$ cat src/rtl/tmr16_pkg.sv
package tmr16_pkg;

    localparam int CNT_W  = 16;
    localparam int DATA_W = 16;
    localparam int ADDR_W = 2;
    localparam int PS_W   = 5;
    localparam int MID_W  = 2;

    localparam logic [ADDR_W-1:0] A_CTRL = 2'd0;
    localparam logic [ADDR_W-1:0] A_CNT  = 2'd1;
    localparam logic [ADDR_W-1:0] A_CAP  = 2'd2;

    typedef enum logic [1:0] {
        CS_EXT   = 2'b00,
        CS_DIV1  = 2'b01,
        CS_DIV4  = 2'b10,
        CS_DIV32 = 2'b11
    } clk_sel_e;

    typedef enum logic [1:0] {
        CM_OFF  = 2'b00,
        CM_RISE = 2'b01,
        CM_FALL = 2'b10,
        CM_BOTH = 2'b11
    } cap_mode_e;

    typedef struct packed {
        logic      out_data;
        logic      ovf;
        cap_mode_e cap_mode;
        logic      inv_en;
        clk_sel_e  clk_sel;
        logic      oe;
    } ctrl_t;

    function automatic logic edge_hit(cap_mode_e m, logic rise, logic fall);
        case (m)
            CM_RISE: edge_hit = rise;
            CM_FALL: edge_hit = fall;
            CM_BOTH: edge_hit = rise | fall;
            default: edge_hit = 1'b0;
        endcase
    endfunction

endpackage

$ cat src/rtl/tmr16_prescale.sv
module tmr16_prescale
    import tmr16_pkg::*;
#(
    parameter int DIV_W = PS_W,
    parameter int MID   = MID_W
) (
    input  logic     clk,
    input  logic     rst,
    input  clk_sel_e sel,
    input  logic     ext_tick,
    output logic     step
);
    localparam logic [DIV_W-1:0] FULL = {DIV_W{1'b1}};
    localparam logic [MID-1:0]   MFULL = {MID{1'b1}};

    logic [DIV_W-1:0] div_q;

    always_ff @(posedge clk) begin
        if (rst) div_q <= '0;
        else     div_q <= div_q + 1'b1;
    end

    always_comb begin
        case (sel)
            CS_EXT:   step = ext_tick;
            CS_DIV1:  step = 1'b1;
            CS_DIV4:  step = (div_q[MID-1:0] == MFULL);
            CS_DIV32: step = (div_q == FULL);
            default:  step = 1'b0;
        endcase
    end
endmodule

$ cat src/rtl/tmr16_counter.sv
module tmr16_counter #(
    parameter int W = 16
) (
    input  logic         clk,
    input  logic         rst,
    input  logic         step,
    input  logic         ld,
    input  logic [W-1:0] ld_val,
    output logic [W-1:0] cnt,
    output logic         wrap
);
    localparam logic [W-1:0] TOP = {W{1'b1}};

    assign wrap = step && !ld && (cnt == TOP);

    always_ff @(posedge clk) begin
        if (rst)       cnt <= '0;
        else if (ld)   cnt <= ld_val;
        else if (step) cnt <= cnt + 1'b1;
    end
endmodule

$ cat src/rtl/tmr16_capture.sv
module tmr16_capture
    import tmr16_pkg::*;
#(
    parameter int W      = 16,
    parameter int SYNC_N = 2
) (
    input  logic         clk,
    input  logic         rst,
    input  logic         pin,
    input  cap_mode_e    mode,
    input  logic         allow,
    input  logic [W-1:0] cnt,
    output logic [W-1:0] cap
);
    logic [SYNC_N-1:0] sync_q;
    logic              prev_q;
    logic              lvl, rise, fall;

    always_ff @(posedge clk) begin
        if (rst) begin
            sync_q <= '0;
            prev_q <= 1'b0;
        end else begin
            sync_q <= {sync_q[SYNC_N-2:0], pin};
            prev_q <= sync_q[SYNC_N-1];
        end
    end

    assign lvl  = sync_q[SYNC_N-1];
    assign rise = lvl & ~prev_q;
    assign fall = ~lvl & prev_q;

    always_ff @(posedge clk) begin
        if (rst)                                    cap <= '0;
        else if (allow && edge_hit(mode, rise, fall)) cap <= cnt;
    end
endmodule

$ cat src/rtl/capture_timer16.sv
module capture_timer16
    import tmr16_pkg::*;
(
    input  logic              clk,
    input  logic              rst,
    input  logic [ADDR_W-1:0] bus_addr,
    input  logic              bus_we,
    input  logic [DATA_W-1:0] bus_wdata,
    output logic [DATA_W-1:0] bus_rdata,
    input  logic              ext_tick,
    input  logic              cap_pin,
    output logic              tmr_out,
    output logic              tmr_oe
);
    ctrl_t            ctrl_q;
    logic             ctrl_wr, cnt_wr;
    logic             step, wrap;
    logic [CNT_W-1:0] cnt, cap;

    assign ctrl_wr = bus_we && (bus_addr == A_CTRL);
    assign cnt_wr  = bus_we && (bus_addr == A_CNT);

    tmr16_prescale #(.DIV_W(PS_W), .MID(MID_W)) u_ps (
        .clk(clk), .rst(rst), .sel(ctrl_q.clk_sel),
        .ext_tick(ext_tick), .step(step)
    );

    tmr16_counter #(.W(CNT_W)) u_cnt (
        .clk(clk), .rst(rst), .step(step), .ld(cnt_wr),
        .ld_val(bus_wdata[CNT_W-1:0]), .cnt(cnt), .wrap(wrap)
    );

    tmr16_capture #(.W(CNT_W), .SYNC_N(2)) u_cap (
        .clk(clk), .rst(rst), .pin(cap_pin), .mode(ctrl_q.cap_mode),
        .allow(ctrl_q.clk_sel != CS_DIV1), .cnt(cnt), .cap(cap)
    );

    always_ff @(posedge clk) begin
        if (rst) begin
            ctrl_q <= '0;
        end else begin
            if (ctrl_wr) begin
                ctrl_q.cap_mode <= cap_mode_e'(bus_wdata[5:4]);
                ctrl_q.inv_en   <= bus_wdata[3];
                ctrl_q.clk_sel  <= clk_sel_e'(bus_wdata[2:1]);
                ctrl_q.oe       <= bus_wdata[0];
            end
            if (wrap)                         ctrl_q.ovf <= 1'b1;
            else if (ctrl_wr && !bus_wdata[6]) ctrl_q.ovf <= 1'b0;
            if (wrap && ctrl_q.inv_en)        ctrl_q.out_data <= ~ctrl_q.out_data;
        end
    end

    always_comb begin
        case (bus_addr)
            A_CTRL:  bus_rdata = {{(DATA_W-8){1'b0}}, ctrl_q};
            A_CNT:   bus_rdata = cnt;
            A_CAP:   bus_rdata = cap;
            default: bus_rdata = '0;
        endcase
    end

    assign tmr_out = ctrl_q.out_data;
    assign tmr_oe  = ctrl_q.oe;
endmodule

$ cat config.mk
export PLATFORM = sky130hd
export DESIGN_NAME = capture_timer16
export DESIGN_NICKNAME = d
export VERILOG_FILES = /design/src/rtl/tmr16_pkg.sv /design/src/rtl/tmr16_prescale.sv /design/src/rtl/tmr16_counter.sv /design/src/rtl/tmr16_capture.sv /design/src/rtl/capture_timer16.sv
export SDC_FILE = /design/constraint.sdc
export NUM_CORES = 1
export LEC_CHECK = 0
export ABC_CLOCK_PERIOD_IN_PS = 3640
export BUFFER_PORTS_ARGS = -buffer_cell sky130_fd_sc_hd__buf_2
export CELL_PAD_IN_SITES_DETAIL_PLACEMENT = 1
export CELL_PAD_IN_SITES_GLOBAL_PLACEMENT = 1
export CORE_ASPECT_RATIO = 0.9
export CORE_UTILIZATION = 25
export DETAILED_ROUTE_END_ITERATION = 8
export PLACE_DENSITY_LB_ADDON = 0.1
export SLEW_MARGIN = 20
export SYNTH_ARGS = -nofsm -noshare
export SYNTH_HDL_FRONTEND = slang
export SYNTH_HIERARCHICAL = 1
export SYNTH_SLANG_ARGS = --single-unit
$ cat constraint.sdc
create_clock -name clk -period 3.64 [get_ports clk]
set_input_delay 0.364 -clock clk [delete_from_list [all_inputs] [get_ports clk]]
set_output_delay 0.364 -clock clk [all_outputs]
set_load 0.02 [all_outputs]
==> results.txt, run 1 <==
----------------------------------------------------
[STA]
  Actual transition at the worst max-transition pin ... just over 0.9 ns
  Tcrit/Tclk final ... 0.804
  Sum Neg Setup Slack ... 0 ns
  Largest clock skew in the final design ... 0.00631 ns
  Final hold viol count ... 0
  Unrepaired setup endpoints after global routing ... false
  Pins Over Slew Limit ... 0
  Final setup viols ... 0
  Crit path time final ... about 2.9 ns
  Post-Route Hold Slack ... 0.280 ns
  Worst max-slew margin expressed relative to the limit ... 0.397
  Maximum frequency from static timing analysis ... 342 MHz

[Floorplanning]
  Floorplan Core Area ... 10400 µm²
  Io pins ... 41
  Overall die height ... 101 µm
  Row count ... 35
  Die area ... approximately 11000 µm²
  Width of the chip ... 112 µm
  Starting density of the core ... 0.262

[Power]
  Leakage power figure ... 1.14 nW
  Total power per unit cell area ... 380 nW/µm²
  Worst IR drop on VDD ... 0.168 mV

[Clocking]
  Clock buffers created by TritonCTS ... 5
  Register clock-pin slew on the reported worst setup and hold paths ... around 0.070 ns
  # resized after CTS ... 0
  Clock tree from TritonCTS ... done
  Hold buffer count at cts ... 0
  Buffers inserted during post-CTS setup optimization ... 0
  Clk root buf ... sky130_fd_sc_hd__clkbuf_16
  Later-pin clock latency in the skew report ... about 0.29 ns
  H-tree depth ... 2
  Clock sink count ... 48
  Maximum buffer depth of the clock tree ... 2

[Worst setup path]
  Dominant delay contributor by cell family on the critical path ... simple AND/OR/NAND/NOR gates
  Required time at the endpoint of the critical path ... 3.83 ns
  Setup crit start kind ... register
  Worst path most repeated cell ... sky130_fd_sc_hd__ha_1
  Arrival time of data at the critical path endpoint ... 3.12 ns
  Worst path slowest cell ... sky130_fd_sc_hd__or4_1
  WS Path Type ... register to register
  Worst path cell trace ... ha_1 > and3_2 > ha_1 > mux2i_1 > a21oi_1 > nand4_1 > or4_1 > a311oi_1
  Slowest stage delay, CP ... 0.65 ns
  CP Capture Type ... register
  Count of buffering cells on the critical path with inverters included ... 0
  Crit path max fanout ... 13
  Worst setup slack for register-to-register paths ... approximately 0.71 ns

[Logic synthesis]
  Top cells by count, synth ... sky130_fd_sc_hd__dfxtp_1, sky130_fd_sc_hd__nand2b_1, sky130_fd_sc_hd__mux2i_1, sky130_fd_sc_hd__nor2_1, sky130_fd_sc_hd__nand2_1
  Count of flip-flops with a built-in enable after synthesis ... 0
  Share of synthesized registers carrying an async set or reset ... 0
  Synthesis Warnings ... 6
  Area fraction of the dominant cell type after synthesis ... 0.354
  Synthesized area divided by synthesized cell count ... approximately 9.4 µm²
  Synthesized area ... 2720 µm²
  Flip-flop cell with the highest count after synthesis ... sky130_fd_sc_hd__dfxtp_1
  Syn nets ... 316
  Largest area contributor in the netlist ... sky130_fd_sc_hd__dfxtp_1
  Synth cell types ... 53
  Post-synthesis sequential area ratio ... 0.354
  Cell types with the largest area share after synthesis ... sky130_fd_sc_hd__dfxtp_1, sky130_fd_sc_hd__mux2i_1, sky130_fd_sc_hd__nand2b_1
  Syn Inst Count ... 288
  Synth Register Bits ... 48
  Most frequent cell after synthesis ... sky130_fd_sc_hd__dfxtp_1

[GRT]
  Maximum number of pins on one net before global-route repair ... 61
  Residual overflow from global routing ... 0
  Total global-route track usage ... 0.144
  Initial antenna violation count ... 0
  Number of global-route vias before repair ... approximately 2200
  Global-route wire length before repair ... ~12 mm

[Placed design]
  Number of port buffers ... 40
  Detailed Place HPWL ... around 5.4 mm
  Final Wtd Congestion ... 0.699

[Route]
  Number of vias per cell after detailed routing ... slightly below 5
  Iteration-0 DRC Markers ... 78
  Wire per inst ... ~17 µm
  Detailed-router iteration count before antenna repair ... 6
  ANT nets after route ... 0
  Remaining DRCs ... 3
  Total number of vias ... 2245
  Routed WL ... between 7 and 8 mm

[Flow run]
  Count of maximum capacitance violations ... 0

[Final layout]
  Final nets ... 350
  Fin util ... 0.304
  Antenna Diode Count ... 0
  Area added between synthesis and finish ... 16.0%
  Fraction of final layout cells with drive strength greater than 1 ... 0.214

[Outcome]
  Run status ... complete, but fails checks
  Failing checks ... DRC

[Min path]
  Worst hold path class ... input pin to register

----------------------------------------------------
[layout make-up]
type                            count  area [µm²]
Fill cell                        1215        7230
Multi-Input combinational cell    216        1610
Sequential cell                    48         961
Timing Repair Buffer               45         238
Tap cell                          129         161
Clock buffer                        6         139
Inverter                            6        22.5
Clock inverter                      2        15.0
[where the power goes]
group          total, mW  switching [mW]  internal [mW]
clock              0.488           0.214          0.274
combinational      0.132          0.0709         0.0611
sequential         0.577          0.0325          0.544
total               1.20           0.317          0.879
[stage by stage]
stage | power (mW) | setup slack, ns | instance area [µm²] | instances
after detailed placement | 0.723 | 0.744 | 3000 | 444
after global placement | 0.721 | 0.836 | 3000 | 444
final | 1.20 | 0.712 | 3150 | 452
after CTS | 1.22 | 0.724 | 3150 | 452
after global routing | 1.26 | 0.441 | 3150 | 452
after floorplan | 0.671 | 1.33 | 2720 | 288
[cells by family after synthesis]
logic type      share of synthesized area
compound gates                      0.160
xor+xnor                          0.00968
fa+ha+maj                          0.0230
buf+inv                            0.0516
flops                               0.354
mux                                 0.124
simple gates                        0.277
[registers in the layout, summed over array words and instances, names as in the netlist]
name and count:
u_cap/prev_q 1, u_ps/div_q 5, u_cap/cap 16, u_cnt/cnt 16, tmr_out 1, u_cap/sync_q 2, ctrl_q 6, tmr_oe 1
[metal layers]
layer	wire [µm]	GRT usage
met1	4110	0.212
met2	3080	0.211
met3	314	0.0271
met4	80	0.0405
met5	0	0
[worst paths after layout]
check | start | end | depth (start not counted)
worst max register to register | u_ps/div_q[0]$_SDFF_PP0_ | u_cnt/cnt[12]$_SDFFE_PP0P_ | 8
worst max-delay path | u_ps/div_q[0]$_SDFF_PP0_ | u_cnt/cnt[12]$_SDFFE_PP0P_ | 8
worst min register to register | u_cap/sync_q[0]$_SDFF_PP0_ | u_cap/sync_q[1]$_SDFF_PP0_ | 1
worst min-delay path | cap_pin | u_cap/sync_q[0]$_SDFF_PP0_ | 2
[cell usage in the layout (no fill, tap or decap), drive strengths merged, types with 2 or more instances in the layout]
| cell type | instances |
|---|---|
| nor4 | 4 |
| mux2 | 2 |
| buf | 45 |
| inv | 5 |
| or3 | 2 |
| o41a | 4 |
| nor2 | 26 |
| mux2i | 31 |
| and2b | 2 |
| o21ai | 2 |
| xor2 | 2 |
| clkbuf | 6 |
| a311oi | 9 |
| a2111oi | 5 |
| o31ai | 4 |
| and4 | 4 |
| o2bb2ai | 8 |
| nand2 | 12 |
| nand2b | 48 |
| ha | 5 |
| nand3 | 3 |
| a211oi | 2 |
| a22o | 8 |
| or4 | 4 |
| nor2b | 10 |
| clkinvlp | 2 |
| a21oi | 5 |
| dfxtp | 48 |
| nand4 | 5 |
No activity file was read; power rests on OpenSTA's default activity.
==> run 2: changes to the inputs <==
--- a/config.mk
+++ b/config.mk
@@ -5,7 +5,7 @@
 export SDC_FILE = /design/constraint.sdc
 export NUM_CORES = 1
 export LEC_CHECK = 0
-export ABC_CLOCK_PERIOD_IN_PS = 3640
+export ABC_CLOCK_PERIOD_IN_PS = 2810
 export BUFFER_PORTS_ARGS = -buffer_cell sky130_fd_sc_hd__buf_2
 export CELL_PAD_IN_SITES_DETAIL_PLACEMENT = 1
 export CELL_PAD_IN_SITES_GLOBAL_PLACEMENT = 1
==> constraint.sdc (replaced) <==
create_clock -name clk -period 2.81 [get_ports clk]
set_input_delay 0.281 -clock clk [delete_from_list [all_inputs] [get_ports clk]]
set_output_delay 0.281 -clock clk [all_outputs]
set_load 0.02 [all_outputs]
==> run 2 against run 1 <==
Compared with the run above: the run still ends with DRC left; sequential share of layout area is 0.14 points lower; clock skew up 0.0013 ns; sequential power grew 29%; worst setup slack got worse by 0.36 ns; power grew 26%; register-to-register slack lost 0.36 ns; die area did not move; clock power increased by 19%; sequential cell count unchanged; hold slack lost 0.078 ns; final area rose by 0.48%; largest power group unchanged.
==> results.txt, run 2 (synthesis gave the netlist of run 1 again) <==
----------------------------------------------------
[Outcome]
  Run status ... complete, but fails checks (unchanged)
  Failing checks ... DRC (unchanged)

[GRT]
  Total global-route track usage ... 0.141 (was 0.144)
  Global-route wire length before repair ... 12.1 mm (was 12.5 mm)
  Number of global-route vias before repair ... 2149 (was 2238)
  Residual overflow from global routing ... 0 (unchanged)
  Initial antenna violation count ... 0 (unchanged)
  Maximum number of pins on one net before global-route repair ... 72 (was 61)

[Placed design]
  Dpl cells ... 447 (was 444)
  Number of port buffers ... 40 (unchanged)
  Final Wtd Congestion ... 0.720 (was 0.699)
  Post-Place Worst Slack ... 0.395 ns (was 0.744 ns)
  Placement-stage cell area ... 3030 µm² (was 3000 µm²)
  Detailed Place HPWL ... 5.36 mm (was 5.40 mm)

[Clocking]
  Clock tree from TritonCTS ... done (unchanged)
  Clk root buf ... sky130_fd_sc_hd__clkbuf_16 (unchanged)
  Buffers inserted during post-CTS setup optimization ... 0 (unchanged)
  H-tree depth ... 2 (unchanged)
  Hold buffer count at cts ... 0 (unchanged)
  Clock buffers created by TritonCTS ... 5 (unchanged)
  # resized after CTS ... 0 (unchanged)
  Maximum buffer depth of the clock tree ... 2 (unchanged)
  Register clock-pin slew on the reported worst setup and hold paths ... 0.07 ns (about the same)
  Later-pin clock latency in the skew report ... 0.29 ns (about the same)
  Clock sink count ... 48 (unchanged)

[Final layout]
  Count of filler cells inserted in the layout ... 1198 (was 1215)
  Sequential cell area ... 961 µm² (unchanged)
  Area added between synthesis and finish ... 16.6% (was 16.0%)
  Final std cell area, no fill ... 3170 µm² (was 3150 µm²)
  Largest registers ... u_cap/cap x16, u_cnt/cnt x16, ctrl_q x6 (unchanged)
  Area of the multi-input gates ... 1610 µm² (unchanged)
  Fraction of final layout cells with drive strength greater than 1 ... 0.215 (was 0.214)
  Most common cell after layout, fill and taps aside ... sky130_fd_sc_hd__dfxtp_1 (unchanged)
  Fin cells ... 454 (was 452)
  Antenna Diode Count ... 0 (unchanged)
  Final nets ... 353 (was 350)
  Fin util ... 0.305 (was 0.304)
  Highest-count cells in the layout ignoring fill and taps ... sky130_fd_sc_hd__dfxtp_1, sky130_fd_sc_hd__nand2b_1, sky130_fd_sc_hd__buf_2, sky130_fd_sc_hd__mux2i_1, sky130_fd_sc_hd__nor2_1 (unchanged)

[Floorplanning]
  Io pins ... 41 (unchanged)
  Die area ... 11300 µm² (unchanged)
  Floorplan Core Area ... 10400 µm² (unchanged)
  Overall die height ... 101 µm (unchanged)
  Width of the chip ... 112 µm (unchanged)
  Starting density of the core ... 0.262 (unchanged)
  Row count ... 35 (unchanged)

[Worst setup path]
  Slowest stage delay, CP ... 0.51 ns (was 0.65 ns)
  Worst path most repeated cell ... sky130_fd_sc_hd__ha_1 (unchanged)
  End of the worst register-to-register path ... u_cnt/cnt[12]$_SDFFE_PP0P_ (unchanged)
  Worst setup slack for register-to-register paths ... 0.35 ns (was 0.71 ns)
  Worst path slowest cell ... sky130_fd_sc_hd__or4_1 (unchanged)
  Worst Reg-to-Reg Cells ... 9 (was 8)
  CP Capture Type ... register (unchanged)
  Crit path max fanout ... 13 (unchanged)
  Setup crit start kind ... register (unchanged)
  Worst path cell trace ... ha_1 > and3_2 > ha_1 > mux2i_1 > a21oi_1 > nand4_1 > buf_4 > or4_1 > a311oi_1 (was ha_1 > and3_2 > ha_1 > mux2i_1 > a21oi_1 > nand4_1 > or4_1 > a311oi_1)
  Arrival time of data at the critical path endpoint ... 2.65 ns (was 3.12 ns)
  Required time at the endpoint of the critical path ... 3.00 ns (was 3.83 ns)
  WS Path Type ... register to register (unchanged)
  Startpoint of the worst register-to-register path ... u_ps/div_q[0]$_SDFF_PP0_ (unchanged)

[Min path]
  Hold worst-path end ... u_cap/sync_q[0]$_SDFF_PP0_ (unchanged)
  Start point of the worst min-delay path ... cap_pin (unchanged)
  Worst hold path class ... input pin to register (unchanged)
  Hold depth ... 2 (unchanged)

[Route]
  Wire per inst ... 16.8 µm (about the same)
  Number of vias per cell after detailed routing ... 4.95 (was 4.97)
  Routed WL ... 7.65 mm (was 7.59 mm)
  Remaining DRCs ... 3 (unchanged)
  Detailed-router iteration count before antenna repair ... 6 (unchanged)
  Total number of vias ... 2247 (was 2245)
  ANT nets after route ... 0 (unchanged)
  Iteration-0 DRC Markers ... 86 (was 78)

[STA]
  Sum Neg Setup Slack ... 0 ns (unchanged)
  Actual transition at the worst max-transition pin ... 0.782 ns (was 0.905 ns)
  Largest clock skew in the final design ... 0.00764 ns (was 0.00631 ns)
  Final setup viols ... 0 (unchanged)
  Worst max-slew margin expressed relative to the limit ... 0.476 (was 0.397)
  Post-Route Hold Slack ... 0.202 ns (was 0.280 ns)
  Tcrit/Tclk final ... 0.874 (was 0.804)
  Final hold viol count ... 0 (unchanged)
  Worst Setup Slack, final ... 0.354 ns (was 0.712 ns)
  Crit path time final ... 2.46 ns (was 2.93 ns)
  Pins Over Slew Limit ... 0 (unchanged)
  Unrepaired setup endpoints after global routing ... false (unchanged)
  Maximum frequency from static timing analysis ... 407 MHz (was 342 MHz)

[Power]
  Total power per unit cell area ... 475 nW/µm² (was 380 nW/µm²)
  Worst IR drop on VDD ... 0.194 mV (was 0.168 mV)
  Leakage power figure ... 1.15 nW (was 1.14 nW)
  Total power after layout ... 1.50 mW (was 1.20 mW)

[Flow run]
  Count of maximum capacitance violations ... 0 (unchanged)

----------------------------------------------------
==> run 2: cell types whose count changed in the layout (fill, tap and decap cells not counted) <==
cell / before / now
sky130_fd_sc_hd__buf_12: 0 / 1
sky130_fd_sc_hd__buf_4: 5 / 7
sky130_fd_sc_hd__clkbuf_1: 0 / 1
sky130_fd_sc_hd__clkbuf_8: 1 / 0
sky130_fd_sc_hd__clkinv_2: 0 / 1
sky130_fd_sc_hd__clkinvlp_4: 2 / 0
==> run 2: power by group <==
group	switching, mW	internal [mW]
Clock	0.259	0.325
Combinational	0.0925	0.0821
Sequential	0.0419	0.705
==> run 2: metal layers <==
metal	vias to the layer above	global-route usage	wire, µm	share of wire
met5	-	0	0	0
met4	0	0.0374	46	0.0060
met3	2	0.0259	267	0.035
met2	32	0.194	3070	0.40
met1	1097	0.217	4270	0.56
li1	1116	-	-	-
==> run 2: worst max-delay path: cells and delay by family (launching register included) <==
family / cells / cell delay (ns)
AOI/OAI and AO/OA: 2 / 0.54
DFF: 1 / 0.37
and+or+nand+nor: 3 / 0.83
buffers and inverters: 1 / 0.21
adders and majority gates: 2 / 0.34
muxes: 1 / 0.07
==> run 2: area by class of cell <==
class	count	area share
multi-input combinational	216	0.510
sequential	48	0.304
tap	129	0.0510
clock buffer	6	0.0407
clock inverter	1	0.00158
timing repair buffer	48	0.0862
inverter	6	0.00711
==> run 2: worst max path at each step <==
stage	from	depth (start not counted)	slack [ns]	end
after detailed placement	u_ps/div_q[0]$_SDFF_PP0_	9	0.40	u_cnt/cnt[12]$_SDFFE_PP0P_
after global placement	u_ps/div_q[0]$_SDFF_PP0_	9	0.47	u_cnt/cnt[12]$_SDFFE_PP0P_
after CTS	u_ps/div_q[0]$_SDFF_PP0_	9	0.32	u_cnt/cnt[12]$_SDFFE_PP0P_
final	u_ps/div_q[0]$_SDFF_PP0_	9	0.35	u_cnt/cnt[12]$_SDFFE_PP0P_
after floorplan	u_ps/div_q[0]$_SDFF_PP0_	9	0.50	u_cnt/cnt[11]$_SDFFE_PP0P_
after global routing	u_ps/div_q[0]$_SDFF_PP0_	9	0.15	u_cnt/cnt[12]$_SDFFE_PP0P_
==> run 3: changes to the inputs <==
--- a/config.mk
+++ b/config.mk
@@ -5,7 +5,7 @@
 export SDC_FILE = /design/constraint.sdc
 export NUM_CORES = 1
 export LEC_CHECK = 0
-export ABC_CLOCK_PERIOD_IN_PS = 2810
+export ABC_CLOCK_PERIOD_IN_PS = 2100
 export BUFFER_PORTS_ARGS = -buffer_cell sky130_fd_sc_hd__buf_2
 export CELL_PAD_IN_SITES_DETAIL_PLACEMENT = 1
 export CELL_PAD_IN_SITES_GLOBAL_PLACEMENT = 1
@@ -13,7 +13,7 @@
 export CORE_UTILIZATION = 25
 export DETAILED_ROUTE_END_ITERATION = 8
 export PLACE_DENSITY_LB_ADDON = 0.1
-export SLEW_MARGIN = 20
+export SLEW_MARGIN = 30
 export SYNTH_ARGS = -nofsm -noshare
 export SYNTH_HDL_FRONTEND = slang
 export SYNTH_HIERARCHICAL = 1
==> constraint.sdc (replaced) <==
create_clock -name clk -period 2.1 [get_ports clk]
set_input_delay 0.21 -clock clk [delete_from_list [all_inputs] [get_ports clk]]
set_output_delay 0.21 -clock clk [all_outputs]
set_load 0.02 [all_outputs]
==> run 3 against run 2 <==
Compared with the run above: the run still ends with DRC left; via count rose by 5.1%; wire length rose by 6.3%; fmax is 18% higher; clock power increased by 63%; combinational power grew 69%; global-route usage grew 1.1 points; count of clock-buffer cells in the layout down 1; worst setup slack got worse by 0.34 ns; final area rose by 11%; final cell count increased by 5.3%; non-clock buffer count rose by 23; largest power group unchanged.
==> results.txt, run 3 (synthesis gave the netlist of run 1 again) <==
----------------------------------------------------
[Outcome]
  Run status ... complete, but fails checks (unchanged)
  Failing checks ... DRC (unchanged)

[STA]
  Final hold viol count ... 0 (unchanged)
  Pins Over Slew Limit ... 0 (unchanged)
  Final setup viols ... 0 (unchanged)
  Sum Neg Setup Slack ... 0 ns (unchanged)
  Unrepaired setup endpoints after global routing ... true (was false)
  Tcrit/Tclk final ... 0.995 (was 0.874)
  Crit path time final ... 2.09 ns (was 2.46 ns)
  Maximum frequency from static timing analysis ... 479 MHz (was 407 MHz)
  Worst max-slew margin expressed relative to the limit ... 0.677 (was 0.476)
  Post-Route Hold Slack ... 0.138 ns (was 0.202 ns)
  Worst Setup Slack, final ... 0.0105 ns (was 0.354 ns)
  Largest clock skew in the final design ... 0.00386 ns (was 0.00764 ns)
  Actual transition at the worst max-transition pin ... 0.485 ns (was 0.782 ns)

[Route]
  ANT nets after route ... 0 (unchanged)
  Routed WL ... 8.13 mm (was 7.65 mm)
  Remaining DRCs ... 3 (unchanged)
  Total number of vias ... 2362 (was 2247)
  Number of vias per cell after detailed routing ... 4.94 (was 4.95)
  Wire per inst ... 17.0 µm (was 16.8 µm)
  Detailed-router iteration count before antenna repair ... 6 (unchanged)
  Iteration-0 DRC Markers ... 63 (was 86)

[Floorplanning]
  Io pins ... 41 (unchanged)
  Die area ... 11300 µm² (unchanged)
  Starting density of the core ... 0.262 (unchanged)
  Overall die height ... 101 µm (unchanged)
  Row count ... 35 (unchanged)
  Width of the chip ... 112 µm (unchanged)
  Floorplan Core Area ... 10400 µm² (unchanged)

[Power]
  Worst IR drop on VDD ... 0.301 mV (was 0.194 mV)
  Fraction of power spent switching nets ... 0.260 (was 0.261)
  Leakage power figure ... 1.30 nW (was 1.15 nW)
  Total power after layout ... 2.23 mW (was 1.50 mW)
  Switching power ... 0.581 mW (was 0.393 mW)
  Int Power ... 1.65 mW (was 1.11 mW)
  Total power per unit cell area ... 636 nW/µm² (was 475 nW/µm²)
  Portion of total power attributed to the clock network ... 0.427 (was 0.388)
  Portion of total power attributed to sequential cells ... 0.441 (was 0.496)
  Proportion of power drawn by combinational gates ... 0.132 (was 0.116)

[Placed design]
  Placement-stage cell area ... 3210 µm² (was 3030 µm²)
  Final Wtd Congestion ... 0.711 (was 0.720)
  Post-Place Worst Slack ... -0.107 ns (was 0.395 ns)
  Detailed Place HPWL ... 5.88 mm (was 5.36 mm)
  Dpl cells ... 466 (was 447)
  Number of port buffers ... 40 (unchanged)

[Clocking]
  Later-pin clock latency in the skew report ... 0.29 ns (about the same)
  H-tree depth ... 2 (unchanged)
  Register clock-pin slew on the reported worst setup and hold paths ... 0.07 ns (about the same)
  Clk root buf ... sky130_fd_sc_hd__clkbuf_16 (unchanged)
  Clock buffers created by TritonCTS ... 5 (unchanged)
  Maximum buffer depth of the clock tree ... 2 (unchanged)
  Clock tree from TritonCTS ... done (unchanged)
  Clock sink count ... 48 (unchanged)

[Final layout]
  Most common cell after layout, fill and taps aside ... sky130_fd_sc_hd__nand2b_1 (was sky130_fd_sc_hd__dfxtp_1)
  Antenna Diode Count ... 0 (unchanged)
  Fin util ... 0.338 (was 0.305)
  Area added between synthesis and finish ... 29.3% (was 16.6%)
  Fraction of final layout cells with drive strength greater than 1 ... 0.327 (was 0.215)
  Fin cells ... 478 (was 454)
  Largest registers ... u_cap/cap x16, u_cnt/cnt x16, ctrl_q x6 (unchanged)
  Highest-count cells in the layout ignoring fill and taps ... sky130_fd_sc_hd__nand2b_1, sky130_fd_sc_hd__dfxtp_1, sky130_fd_sc_hd__buf_2, sky130_fd_sc_hd__mux2i_1, sky130_fd_sc_hd__buf_4 (was sky130_fd_sc_hd__dfxtp_1, sky130_fd_sc_hd__nand2b_1, sky130_fd_sc_hd__buf_2, sky130_fd_sc_hd__mux2i_1, sky130_fd_sc_hd__nor2_1)
  Final std cell area, no fill ... 3510 µm² (was 3170 µm²)
  Final nets ... 376 (was 353)

[GRT]
  Number of global-route vias before repair ... 2414 (was 2149)
  Residual overflow from global routing ... 0 (unchanged)
  Maximum number of pins on one net before global-route repair ... 43 (was 72)
  Total global-route track usage ... 0.152 (was 0.141)
  Global-route wire length before repair ... 13.1 mm (was 12.1 mm)
  Initial antenna violation count ... 0 (unchanged)

[Worst setup path]
  CP Capture Type ... register (unchanged)
  Crit path max fanout ... 7 (was 13)
  WS Path Type ... register to register (unchanged)
  Setup crit start kind ... register (unchanged)
  Required time at the endpoint of the critical path ... 2.30 ns (was 3.00 ns)
  Arrival time of data at the critical path endpoint ... 2.29 ns (was 2.65 ns)

[Flow run]
  Count of maximum capacitance violations ... 0 (unchanged)

[Min path]
  Worst hold path class ... input pin to register (unchanged)

----------------------------------------------------
==> run 3: cell count changes in the layout (fill, tap and decap cells not counted), sizes merged <==
cell | previous run | this run
bufinv | 0 | 1
buf | 48 | 71
clkbuf | 6 | 5
inv | 5 | 6
clkinvlp | 0 | 1
clkinv | 2 | 1
==> run 3: final timing paths <==
path / slack (ns) / startpoint / depth (start not counted) / endpoint
worst max-delay path: 0.01 / u_ps/div_q[0]$_SDFF_PP0_ / 9 / u_cnt/cnt[12]$_SDFFE_PP0P_
worst min-delay path: 0.14 / cap_pin / 2 / u_cap/sync_q[0]$_SDFF_PP0_
worst max register to register: 0.01 / u_ps/div_q[0]$_SDFF_PP0_ / 9 / u_cnt/cnt[12]$_SDFFE_PP0P_
worst min register to register: 0.47 / u_cap/sync_q[0]$_SDFF_PP0_ / 1 / u_cap/sync_q[1]$_SDFF_PP0_
==> run 3: what timing repair did <==
action,CTS,global route
resized for setup,10,14
hold buffers,0,0
buffers inserted,2,2
pin swaps,14,5
setup endpoints to repair,11,13
==> run 3: power by group through the flow <==
stage	combinational [mW]	clock [mW]	sequential, mW
6_report	0.295	0.953	0.986
5_1_grt	0.326	1.02	0.993
4_1_cts	0.292	0.983	0.986
3_5_place_dp	0.285	0	1.01
3_3_place_gp	0.280	0	1.01
2_1_floorplan	0.167	0	1.00
==> run 3: final cells by class <==
cell class	instances	area, µm²
Clock buffer	5	125
Clock inverter	3	46.3
Fill cell	1210	6870
Inverter	6	22.5
Multi-Input combinational cell	216	1720
Sequential cell	48	963
Tap cell	129	161
Timing Repair Buffer	71	473
==> run 3: routing by layer <==
layer | GRT usage | part of all wire
met4 | 0.0437 | 0.010
met2 | 0.230 | 0.43
met3 | 0.0247 | 0.024
met1 | 0.219 | 0.54
met5 | 0 | 0
==> run 3: worst max-delay path, cell delays in order, from the launching register on <==
cell,delay (ns)
sky130_fd_sc_hd__dfxtp_2,0.36
sky130_fd_sc_hd__ha_4,0.14
sky130_fd_sc_hd__and3_4,0.19
sky130_fd_sc_hd__ha_4,0.12
sky130_fd_sc_hd__mux2i_1,0.07
sky130_fd_sc_hd__a21oi_2,0.17
sky130_fd_sc_hd__nand4_1,0.12
sky130_fd_sc_hd__buf_6,0.16
sky130_fd_sc_hd__or4_4,0.40
sky130_fd_sc_hd__a311oi_1,0.27
